<file path="config.mk">
export PLATFORM = sky130hd
export DESIGN_NAME = clkdiv_banks
export DESIGN_NICKNAME = d
export VERILOG_FILES = /design/src/rtl/clkdiv_pkg.sv /design/src/rtl/clkdiv_prediv.sv /design/src/rtl/clkdiv_counter.sv /design/src/rtl/clkdiv_serial_en.sv /design/src/rtl/clkdiv_banks.sv
export SDC_FILE = /design/constraint.sdc
export NUM_CORES = 1
export LEC_CHECK = 0
export CAP_MARGIN = 20
export CORE_AREA = 2 2 127 129
export DETAILED_ROUTE_END_ITERATION = 10
export DIE_AREA = 0 0 129 131
export SYNTH_ARGS = -nofsm -noshare
export SYNTH_HDL_FRONTEND = slang
export SYNTH_HIERARCHICAL = 1
export SYNTH_SLANG_ARGS = --single-unit
</file>
<file path="constraint.sdc">
create_clock -name clk_src -period 3.9 [get_ports clk_src]
set_clock_uncertainty 0.15 [all_clocks]
set_input_delay 0.39 -clock clk_src [delete_from_list [all_inputs] [get_ports clk_src]]
set_output_delay 0.39 -clock clk_src [all_outputs]
set_load 0.005 [all_outputs]
</file>
<file path="src/rtl/clkdiv_pkg.sv">
package clkdiv_pkg;
   localparam int BANKS     = 3;
   localparam int PER_BANK  = 4;
   localparam int NOUT      = BANKS * PER_BANK;
   localparam int BSEL_W    = 2;
   localparam int FSEL_W    = 3;
   localparam int INV_BANK  = 2;   // bank C
   localparam int INV_FIRST = 2;   // C2 and C3 invertible
   localparam int CO_X      = 0;   // coincidence bank A
   localparam int CO_Y      = 2;   // coincidence bank C

   function automatic bit ratio_legal(input int r);
      return (r >= 2) && ((r % 2) == 0);
   endfunction
endpackage

</file>
<file path="src/rtl/clkdiv_prediv.sv">
module clkdiv_prediv #(
   parameter int PRE_DIV = 2
) (
   input  logic clk,
   input  logic rst_n,
   input  logic bypass,
   output logic tick
);
   localparam int PW = (PRE_DIV > 1) ? $clog2(PRE_DIV) : 1;

   generate
      if (PRE_DIV < 1) begin : g_bad
         $error("PRE_DIV must be at least 1");
      end
      if (PRE_DIV == 1) begin : g_none
         assign tick = 1'b1;
      end else begin : g_div
         logic [PW-1:0] pc;
         always_ff @(posedge clk or negedge rst_n) begin
            if (!rst_n) pc <= '0;
            else if (pc == PW'(PRE_DIV - 1)) pc <= '0;
            else pc <= pc + PW'(1);
         end
         assign tick = bypass | (pc == PW'(PRE_DIV - 1));

         assert_prediv_gap_R3: assert property (@(posedge clk) disable iff (!rst_n)
            (!bypass && tick) |=> (bypass || !tick));
      end
   endgenerate
endmodule

</file>
<file path="src/rtl/clkdiv_counter.sv">
module clkdiv_counter #(
   parameter int RW     = 8,
   parameter int SEL_W  = 2,
   parameter logic [(1<<SEL_W)*RW-1:0] RATIOS = '0
) (
   input  logic             clk,
   input  logic             rst_n,
   input  logic             tick,
   input  logic [SEL_W-1:0] sel,
   output logic             lvl,
   output logic             rise
);
   import clkdiv_pkg::*;
   localparam int NR = 1 << SEL_W;

   generate
      for (genvar k = 0; k < NR; k++) begin : g_chk
         if (!ratio_legal(int'(RATIOS[k*RW +: RW]))) begin : g_bad
            $error("divider ratio %0d is not an even value >= 2", k);
         end
      end
   endgenerate

   logic [RW-1:0] ratio, half, cnt, cnt_nx;
   logic          run;

   assign ratio = RATIOS[sel*RW +: RW];
   assign half  = ratio >> 1;

   always_comb begin
      if (!run || cnt >= ratio - RW'(1)) cnt_nx = '0;
      else                               cnt_nx = cnt + RW'(1);
   end

   always_ff @(posedge clk or negedge rst_n) begin
      if (!rst_n) begin
         run  <= 1'b0;
         cnt  <= '0;
         lvl  <= 1'b0;
         rise <= 1'b0;
      end else begin
         rise <= 1'b0;
         if (tick) begin
            run  <= 1'b1;
            cnt  <= cnt_nx;
            lvl  <= (cnt_nx < half);
            rise <= (cnt_nx == '0);
         end
      end
   end

   assert_rise_is_high_R1: assert property (@(posedge clk) disable iff (!rst_n)
      rise |-> lvl);
   assert_high_starts_on_rise_R1: assert property (@(posedge clk) disable iff (!rst_n)
      (lvl && !$past(lvl)) |-> rise);
   assert_first_tick_rises_R4: assert property (@(posedge clk) disable iff (!rst_n)
      (!run && tick) |=> rise);
   assert_idle_low_R7: assert property (@(posedge clk) disable iff (!rst_n)
      !run |-> (!lvl && !rise));
endmodule

</file>
<file path="src/rtl/clkdiv_serial_en.sv">
module clkdiv_serial_en #(
   parameter int NBITS = 12
) (
   input  logic             clk,
   input  logic             rst_n,
   input  logic             sclk,
   input  logic             sdat,
   output logic [NBITS-1:0] en
);
   logic [2:0] sc;
   logic [1:0] sd;
   logic       shift;

   generate
      if (NBITS < 2) begin : g_bad
         $error("NBITS must be at least 2");
      end
   endgenerate

   always_ff @(posedge clk or negedge rst_n) begin
      if (!rst_n) begin
         sc <= '0;
         sd <= '0;
      end else begin
         sc <= {sc[1:0], sclk};
         sd <= {sd[0], sdat};
      end
   end

   assign shift = sc[1] & ~sc[2];

   always_ff @(posedge clk or negedge rst_n) begin
      if (!rst_n)     en <= '1;
      else if (shift) en <= {en[NBITS-2:0], sd[1]};
   end

   assert_shift_takes_bit_R8: assert property (@(posedge clk) disable iff (!rst_n)
      shift |=> (en[0] == $past(sd[1])));
   assert_hold_without_edge_R8: assert property (@(posedge clk) disable iff (!rst_n)
      !shift |=> $stable(en));
endmodule

</file>
<file path="src/rtl/clkdiv_banks.sv">
module clkdiv_banks #(
   parameter int RW      = 8,
   parameter int PRE_DIV = 2,
   parameter logic [4*RW-1:0] BANK_RATIOS = {8'd12, 8'd8, 8'd6, 8'd4},
   parameter logic [8*RW-1:0] FB_RATIOS   =
      {8'd24, 8'd16, 8'd12, 8'd10, 8'd8, 8'd6, 8'd4, 8'd2}
) (
   input  logic       clk_src,
   input  logic       rst_n_oe,
   input  logic       pre_bypass,
   input  logic [1:0] sel_a,
   input  logic [1:0] sel_b,
   input  logic [1:0] sel_c,
   input  logic [2:0] sel_fb,
   input  logic       inv_c23,
   input  logic       ser_clk,
   input  logic       ser_dat,
   output logic [3:0] q_a,
   output logic [3:0] q_b,
   output logic [3:0] q_c,
   output logic       q_fb,
   output logic       sync_out
);
   import clkdiv_pkg::*;

   logic              tick;
   logic [BSEL_W-1:0] bsel [BANKS];
   logic              blvl [BANKS];
   logic              brise[BANKS];
   logic              fb_lvl, fb_rise;
   logic [NOUT-1:0]   en, q_all;

   assign bsel[0] = sel_a;
   assign bsel[1] = sel_b;
   assign bsel[2] = sel_c;

   clkdiv_prediv #(.PRE_DIV(PRE_DIV)) u_pre (
      .clk(clk_src), .rst_n(rst_n_oe), .bypass(pre_bypass), .tick(tick));

   generate
      for (genvar b = 0; b < BANKS; b++) begin : g_bank
         clkdiv_counter #(.RW(RW), .SEL_W(BSEL_W), .RATIOS(BANK_RATIOS)) u_div (
            .clk(clk_src), .rst_n(rst_n_oe), .tick(tick), .sel(bsel[b]),
            .lvl(blvl[b]), .rise(brise[b]));

         for (genvar i = 0; i < PER_BANK; i++) begin : g_out
            localparam int  IDX = b * PER_BANK + i;
            localparam bit  INV = (b == INV_BANK) && (i >= INV_FIRST);
            if (INV) begin : g_inv
               assign q_all[IDX] = rst_n_oe & en[IDX] & (blvl[b] ^ inv_c23);
            end else begin : g_pass
               assign q_all[IDX] = rst_n_oe & en[IDX] & blvl[b];
            end
         end
      end
   endgenerate

   clkdiv_counter #(.RW(RW), .SEL_W(FSEL_W), .RATIOS(FB_RATIOS)) u_fb (
      .clk(clk_src), .rst_n(rst_n_oe), .tick(tick), .sel(sel_fb),
      .lvl(fb_lvl), .rise(fb_rise));

   clkdiv_serial_en #(.NBITS(NOUT)) u_en (
      .clk(clk_src), .rst_n(rst_n_oe), .sclk(ser_clk), .sdat(ser_dat), .en(en));

   assign q_a      = q_all[0 +: PER_BANK];
   assign q_b      = q_all[PER_BANK +: PER_BANK];
   assign q_c      = q_all[2*PER_BANK +: PER_BANK];
   assign q_fb     = rst_n_oe & fb_lvl;
   assign sync_out = rst_n_oe & brise[CO_X] & brise[CO_Y];

   assert_sync_on_high_R5: assert property (@(posedge clk_src) disable iff (!rst_n_oe)
      sync_out |-> (blvl[CO_X] && blvl[CO_Y]));
   assert_sync_single_R5: assert property (@(posedge clk_src) disable iff (!rst_n_oe)
      sync_out |=> !sync_out);
   assert_fb_rise_high_R2: assert property (@(posedge clk_src) disable iff (!rst_n_oe)
      fb_rise |-> q_fb);
endmodule

</file>
==> impl_metrics.env <==
export IMPL_hpwlAfterDp_um=6880
export IMPL_areaGrowthSynthToFinish_pct=18.4
export IMPL_avgSynthCellArea_um2=9.71
export IMPL_diodes=0
export IMPL_crit_fanout=4
export IMPL_vias=3415
export IMPL_leakagePower_uw=0.00239
export IMPL_clkLatencyLatePin_ns=0.32
export IMPL_fill_cells=1577
export IMPL_cp_common_cell="ha_1"
export IMPL_final_core_util=0.337
export IMPL_tightestPinTransition_ns=0.621
export IMPL_clock_sinks=60
export IMPL_cap_violations=0
export IMPL_cts_tree="built"
export IMPL_path_class="primary input to flop"
export IMPL_hold_viol=0
export IMPL_htreeDepth=3
export IMPL_power_total_uw=3580
export IMPL_cts_buffers=9
export IMPL_outcome="finished clean"
export IMPL_grt_pass1_wl_um=16600
export IMPL_port_buffers=28
export IMPL_max_stage_delay_ns=0.54
export IMPL_row_count=46
export IMPL_synth_fp_nets=526
export IMPL_fin_tns_setup_ns=0
export IMPL_grt_pass1_vias=3539
export IMPL_drtIter0Drc=230
export IMPL_slowest_stage="clkdlybuf4s50_1"
export IMPL_drc=0
export IMPL_start_kind="primary input"
export IMPL_placed_cells=688
export IMPL_rsz0062_at_grt="false"
export IMPL_cp_top_family="adder cells"
export IMPL_io_pins=29
export IMPL_grtUsageTotal=0.122
export IMPL_crit_arrival_ns=3.51
export IMPL_drv_slew=0
export IMPL_path_clk_slew_ns=0.05
export IMPL_dieWidth_um=129
export IMPL_setup_violations_final=0
export IMPL_grt_max_degree=59
export IMPL_cp_required_ns=3.93
export IMPL_worstHoldPathType="flop to flop"
export IMPL_most_common_layout_cells="ha_1 (54), dfrtp_1 (48), inv_1 (35)"
export IMPL_dr_pass1_iters=4
export IMPL_grt_overflow=0
export IMPL_synth_cells=457
export IMPL_ys_warn_count=6
export IMPL_via_per_inst=4.84
export IMPL_cts_root_buf="clkbuf_16"
export IMPL_initial_core_util=0.284
export IMPL_antenna_found_initial=0
export IMPL_coreArea_um2=15600
export IMPL_post_cts_buffers=0
export IMPL_drive_gt1_frac=0.172
export IMPL_ant_nets=0
export IMPL_ir_worst_vdd_v=0.000214
export IMPL_syn_area_um2=4440
export IMPL_path_cells="clkdlybuf4s50_1 > inv_1 > ha_1 > mux2i_1 > ha_1 > nand3_1 > ha_1 > a211o_1 > o211ai_1 > o2111ai_1 > nor2_1 > ha_1 > nand2_1 > nor3b_1 > o21a_1 > o22ai_1"
export IMPL_min_period_ns=3.48
export IMPL_routedWlPerCell_um=13.1
export IMPL_slew_headroom=0.586
export IMPL_stdcell_count=705
export IMPL_fmax_mhz=288
export IMPL_powerDensity_nw_per_um2=681
export IMPL_cts_buffer_depth=2
export IMPL_wirelength_um=9230
export IMPL_die_area_um2=16900
export IMPL_die_height_um=131
export IMPL_gp_congestion=0.825
export IMPL_nets=553
export IMPL_layout_commonest_cell="ha_1"
export IMPL_critPathBufInv=2
export IMPL_critPathCaptureType="flop"
export IMPL_period_share=0.892
export IMPL_hold_ws_ns=0.196
==> cell type report <==
type                            instances  area [um2]  area share
Sequential cell                        60        1520       0.289
Tap cell                              216         270      0.0514
Clock inverter                          4        47.5     0.00905
Multi-Input combinational cell        343        2680       0.509
Inverter                               35         131      0.0250
Timing Repair Buffer                   35         355      0.0676
Clock buffer                           12         256      0.0488
==> layer usage <==
metal | vias up | wire length, um | global-route usage | share of wire
li1 | 1702 | - | - | -
met1 | 1654 | 4310 | 0.152 | 0.47
met2 | 47 | 4480 | 0.206 | 0.48
met3 | 12 | 268 | 0.0240 | 0.029
met4 | 0 | 171 | 0.0505 | 0.019
met5 | - | 0 | 0 | 0
==> flip-flops by register name, indices dropped and copies added, names as in the netlist <==
name / cells
g_bank.u_div/cnt: 24
u_en/en: 12
u_fb/cnt: 8
g_bank.u_div/lvl: 3
g_bank.u_div/run: 3
u_en/sc: 3
g_bank.u_div/rise: 2
u_en/sd: 2
u_fb/lvl: 1
u_fb/run: 1
u_pre/g_div.pc: 1
==> final timing paths <==
check / from / endpoint / slack [ns] / cells after the start
setup reg to reg: g_bank[2].u_div/cnt[5] / g_bank[2].u_div/lvl / 1.33 / 9
hold reg to reg: u_en/sc[0] / u_en/sc[1] / 0.20 / 0
min in group asynchronous: rst_n_oe / u_fb/cnt[1] / 0.38 / 2
setup / recovery: sel_fb[1] / u_fb/lvl / 0.42 / 16
hold / removal: u_en/sc[0] / u_en/sc[1] / 0.20 / 0
max in group asynchronous: rst_n_oe / u_en/en[0] / 2.58 / 3
==> report_power, final <==
group	switching (uW)	leakage, uW	internal [uW]
logic	797	0.00152	864
clock network	272	0.000149	526
registers	261	0.000724	857
==> metrics by stage <==
step | instance area (um2) | setup WS [ns]
3_3_place_gp | 4940 | 0.268
4_1_cts | 5250 | 0.442
6_report | 5250 | 0.422
3_5_place_dp | 4940 | 0.0973
5_1_grt | 5250 | 0.105
2_1_floorplan | 4440 | 0.741
==> timing repair <==
item                      4_1_cts  5_1_grt
resized for setup               0        0
hold endpoints to repair        8        0
hold buffers                    1        0
(Power assumes the default switching activity.)
